<file path="src/rtl/irq_status_regs.sv">
module irq_status_regs (
  input  logic        clk,
  input  logic        rst_n,
  input  logic [31:0] evt_i,
  input  logic        wr_i,
  input  logic [1:0]  addr_i,
  input  logic [31:0] wdata_i,
  output logic [31:0] rdata_o,
  output logic        irq_o
);

  localparam logic [31:0] NORM_BITS = 32'h0000_0173;
  localparam logic [31:0] ERR_BITS  = 32'h017F_0000;
  localparam logic [31:0] EVT_BITS  = NORM_BITS | ERR_BITS;
  localparam int          SUM_POS   = 15;
  localparam logic [31:0] SIG_BITS  = EVT_BITS | (32'd1 << SUM_POS);

  localparam logic [1:0] A_STAT  = 2'd0;
  localparam logic [1:0] A_SEN   = 2'd1;
  localparam logic [1:0] A_IEN   = 2'd2;
  localparam logic [1:0] A_FORCE = 2'd3;

  logic [31:0] stat_q, sen_q, ien_q;
  logic        irq_q;

  wire         wr_stat  = wr_i && addr_i == A_STAT;
  wire         wr_force = wr_i && addr_i == A_FORCE;
  wire  [31:0] hit      = evt_i & sen_q & EVT_BITS;
  wire  [31:0] clr      = wr_stat  ? wdata_i : 32'd0;
  wire  [31:0] frc      = wr_force ? (wdata_i & EVT_BITS) : 32'd0;
  wire  [31:0] stat_d   = ((stat_q & ~clr) | hit | frc) & EVT_BITS;
  wire         summ     = |(stat_q & ERR_BITS);
  wire  [31:0] view     = stat_q | ({31'd0, summ} << SUM_POS);

  always_ff @(posedge clk) begin
    if (!rst_n) begin
      stat_q <= '0;
      sen_q  <= '0;
      ien_q  <= '0;
      irq_q  <= 1'b0;
    end else begin
      stat_q <= stat_d;
      if (wr_i && addr_i == A_SEN) sen_q <= wdata_i & EVT_BITS;
      if (wr_i && addr_i == A_IEN) ien_q <= wdata_i & SIG_BITS;
      irq_q <= |(view & ien_q);
    end
  end

  always_comb begin
    case (addr_i)
      A_STAT:  rdata_o = view;
      A_SEN:   rdata_o = sen_q;
      A_IEN:   rdata_o = ien_q;
      default: rdata_o = 32'd0;
    endcase
  end

  assign irq_o = irq_q;

  assert_event_lands_R2: assert property (@(posedge clk) disable iff (!rst_n)
    1'b1 |=> ((stat_q & $past(evt_i & sen_q & EVT_BITS)) == $past(evt_i & sen_q & EVT_BITS)));

  assert_no_stray_set_R3: assert property (@(posedge clk) disable iff (!rst_n)
    !wr_i |=> ((stat_q & ~$past(stat_q) & ~$past(sen_q)) == 32'd0));

  assert_idle_hold_R5: assert property (@(posedge clk) disable iff (!rst_n)
    (!wr_i && (evt_i & sen_q & EVT_BITS) == 32'd0) |=> $stable(stat_q));

  assert_clear_works_R5: assert property (@(posedge clk) disable iff (!rst_n)
    (wr_stat && (evt_i & sen_q) == 32'd0) |=> ((stat_q & $past(wdata_i)) == 32'd0));

  assert_irq_quiet_R8: assert property (@(posedge clk) disable iff (!rst_n)
    (ien_q == 32'd0) |=> !irq_o);

endmodule

</file>
<file path="config.mk">
export PLATFORM = sky130hd
export DESIGN_NAME = irq_status_regs
export DESIGN_NICKNAME = d
export VERILOG_FILES = /design/src/rtl/irq_status_regs.sv
export SDC_FILE = /design/constraint.sdc
export NUM_CORES = 1
export LEC_CHECK = 0
export CAP_MARGIN = 20
export CORE_MARGIN = 2
export CORE_UTILIZATION = 55
export DETAILED_ROUTE_END_ITERATION = 8
export DONT_BUFFER_PORTS = 1
export PLACE_DENSITY_LB_ADDON = 0.05
export SLEW_MARGIN = 20
export SYNTH_ARGS = -nofsm -noshare
export SYNTH_HDL_FRONTEND = slang
export SYNTH_SLANG_ARGS = --single-unit
export TNS_END_PERCENT = 50
</file>
<file path="constraint.sdc">
create_clock -name clk -period 2 [get_ports clk]
set_input_delay 0.4 -clock clk [delete_from_list [all_inputs] [get_ports clk]]
set_output_delay 0.4 -clock clk [all_outputs]
set_load 0.01 [all_outputs]
</file>
== Word-level counts from Yosys, hierarchy flattened ==
Index checks and enable logic that the tools add are counted.
Cells by class
  eq/ne operators: 3
  mux-type cells: 3
  bitwise gates (word level): 7
  reductions and logical operators: 7
Operator list (number)
  one-hot mux 32 bit (3 select lines): 1
  AND 25 bit: 2
  2-to-1 mux 25 bit: 2
  bitwise OR 25 bit: 2
  AND 32 x 25 -> 32 bit: 1
  OR reduction 32 bit: 1
  inverter 25 bit: 1
  bitwise OR 25 x 16 -> 25 bit: 1
  OR reduction 8 bit: 1
  equality test 2 bit, second input constant: 2
  logical AND 1 bit: 4
  equality test 2 x 1 -> 1 bit, second input constant: 1
  zero test 2 bit: 1
Storage, ports and cells
  register bits: 44
  input bits: 69
  output and inout port bits: 33
  logic and storage cells: 24

== Depth between registers and ports, before layout ==
  depth in word-level cells: 7
  gate-level depth with buffers: 6
  mapped depth without buffers: 3

== Least setup slack after synthesis ==
No wires, ideal clock.
  kind: input-to-output
  start: input addr_i[0]
  end: output rdata_o[16]
  arrival time: 1.205 ns
  required time: 1.600 ns
  path slack: 0.395 ns
  cell stages on the path: 5
  buffers on the path: 2
  cells stage by stage: clkbuf_2 -> nor2b_1 -> buf_2 -> nand2_1 -> o21ai_0
On the way
  word-level cells in the longest chain between the ends: 2
  elaborated cells on any way between the ends: 4
  classes of those cells: eq/ne (2); mux (1); reduce/logical (1)
RTL lines
  start: declaration: RTL line 6  | input logic [1:0] addr_i,
  equality test 2 bit, or another cell as far along: RTL line 50  | case (addr_i)
  one-hot mux 32 bit (3 select lines) (*): RTL line 50
  end: declaration: RTL line 8  | output logic [31:0] rdata_o,
Mark *: on every way between the ends. The rest lies on a longest branch, timed or not.

== Worst setup path in the final report ==
  start: register stat_q[17]
  end: output rdata_o[15]
On the way
  word-level cells in the longest chain between the ends: 3
RTL lines
  start: declaration: RTL line 23  | logic [31:0] stat_q, sen_q, ien_q;
  start signal: assignment: RTL line 42  | stat_q <= stat_d;
  OR reduction 8 bit: RTL line 32  | wire summ = |(stat_q & ERR_BITS);
  bitwise OR 25 x 16 -> 25 bit: RTL line 33  | wire [31:0] view = stat_q | ({31'd0, summ} << SUM_POS);
  one-hot mux 32 bit (3 select lines): RTL line 50
No other way between the ends.

==> metrics.csv <==
metric;value;unit
final.setup.tns;0;ps
reg2reg_slack;710;ps
cts_setup_buffers;0;
crit_type;reg -> out;
grt_first_pass_wirelength;8.487;mm
syn_area;2308;um2
cts.sinks;44;
synth_seq_cells;44;
hold_buffers;0;
start_util;57.30;%
met3_length;330;um
synth_edf_count;0;
tightest_slew;630.0;ps
worstPathArrival;1310;ps
fin_cells;330;
gp_congestion;0.7574;
post-route-period-util;85.65;%
finalSetupViolations;0;
top_layer_used;met4;
wl_met1;2.570;mm
holdCritStartpoint;wdata_i[22];
worstSetupStartpointType;flip-flop;
hp-class;in -> reg;
num_io_pins;102;
cp_max_fo;4;
r2r-start;stat_q[17];
finalPower;1649;uW
dieArea;4731;um2
final_cell_mix;73 x nand2_1, 44 x dfxtp_1, 40 x a21boi_0;
io_buffers;0;
grt_setup_unrepaired;false;
synth-main-ff-cell;dfxtp_1;
grt_max_degree;45;
critPathRequiredTime;1600;ps
cts_tree;built;
antenna_found_initial;0;
vias;1841;
synthDistinctLibCells;25;
first_pass_iters;4;
track_usage;24.68;%
power.density;711.0;nW/um2
drcViolationCount;0;
clk_latency;290;ps
fp.dieW;68.79;um
finalWirelength;5.363;mm
area_delta_synth_final;0.4876;%
timing.fmax;0.5837;GHz
min_to;ien_q[22];
netlist_instances;288;
finalHoldViolations;0;
r2r-end;irq_o;
nNetsFinal;348;
drive_gt1_share;4.643;%
ir_worst_vdd;0.0004710;V
clock_path_buffers;2;
maxCapViolations;0;
vias_per_cell;5.579;
coreArea;4029;um2
die_h;68.79;um
slew_violations;0;
hpwl;3.472;mm
ctsHtreeMaxLevel;2;
routedWlPerCell;16.25;um
leakagePower;0.0008590;uW
clock_tree.root_cell;clkbuf_8;
overflow;0;
syn_area_per_cell;8.016;um2
cts.clk_slew.worst_paths;80;ps
reg2reg_depth;3;
post_cts_resized;0;
postSynth.asyncResetShare;0;%
ys_warn_count;0;
wl_met2;2.440;mm
cp-end-kind;output port;
period_minus_slack;1713;ps
synth-seq-area-share;38.16;%
outcome;finished clean;
row_count;23;
relSlewSlack;57.87;%
first_global_vias;1681;
final.setup_skew;2.005;ps
cts_buffers;5;
place_area;2230;um2
antenna-diode-count;0;
ant_nets;0;
fin_area;2320;um2
layout_commonest_cell;nand2_1;
post-route-util;57.58;%
drt_iter0_drc;149;
hold_depth;2;
dp_cells;322;
sequential cells by signal, indices dropped and copies added (netlist names):
name,flops
ien_q,15
sen_q,14
stat_q,14
irq_o,1
worst max-delay path: stages, from the launching register on:
cell and delay [ps]:
dfxtp_1 350, nor4_1 390, a21o_1 170, a21oi_1 110
where the power goes:
part,internal (uW),switching (uW)
Clock,282,281
Sequential,910,28.8
Combinational,62.5,84.8
area by class of cell:
| class | count | area (um2) |
|---|---|---|
| repair buffers | 3 | 22.52 |
| fillers | 408 | 1709 |
| well taps | 50 | 62.56 |
| clock buffers | 8 | 90.09 |
| multi-input cells | 211 | 1211 |
| inverters | 14 | 52.55 |
| flip-flops and latches | 44 | 880.8 |
metal layers:
| layer | up-vias | track usage [%] |
|---|---|---|
| li1 | 931 | - |
| met1 | 852 | 33.94 |
| met2 | 56 | 39.18 |
| met3 | 2 | 6.818 |
| met4 | 0 | 4.412 |
| met5 | - | 0 |
cells in the mapped netlist (2+ instances only):
master / instances / area [um2]
mux2i_1: 14 / 140.1
buf_4: 20 / 150.1
nand2_1: 73 / 274.0
nor4_1: 2 / 12.51
a21boi_0: 40 / 300.3
dfxtp_1: 44 / 880.8
buf_2: 7 / 35.03
nand3b_1: 2 / 15.01
and3b_2: 2 / 20.02
o21ai_0: 28 / 140.1
clkbuf_1: 6 / 22.52
inv_1: 14 / 52.55
a22oi_1: 21 / 157.7
a21boi_1: 4 / 30.03
cell families after synthesis:
logic type      after synthesis  share of synthesized area (%)
simple gates                 84                          15.50
buf+inv                      49                          11.98
flops                        44                          38.16
other cells                   1                         0.1624
mux                          14                          6.070
compound gates               96                          28.13
through the flow:
stage	worst slack, ps	hold WS, ps
2_1_floorplan	394.5	447.4
3_3_place_gp	612.7	461.7
3_5_place_dp	594.1	462.9
4_1_cts	271.4	230.1
5_1_grt	220.7	223.9
6_report	286.9	235.1
worst max path at each step:
| stage | start | to | slack, ps | cells past startpoint |
|---|---|---|---|---|
| 2_1_floorplan | addr_i[0] | rdata_o[16] | 390 | 5 |
| 3_3_place_gp | addr_i[0] | rdata_o[16] | 610 | 4 |
| 3_5_place_dp | stat_q[17] | rdata_o[15] | 590 | 3 |
| 4_1_cts | stat_q[17] | rdata_o[15] | 270 | 3 |
| 5_1_grt | stat_q[17] | rdata_o[15] | 220 | 3 |
| 6_report | stat_q[17] | rdata_o[15] | 290 | 3 |
No activity file was read; power rests on OpenSTA's default activity.
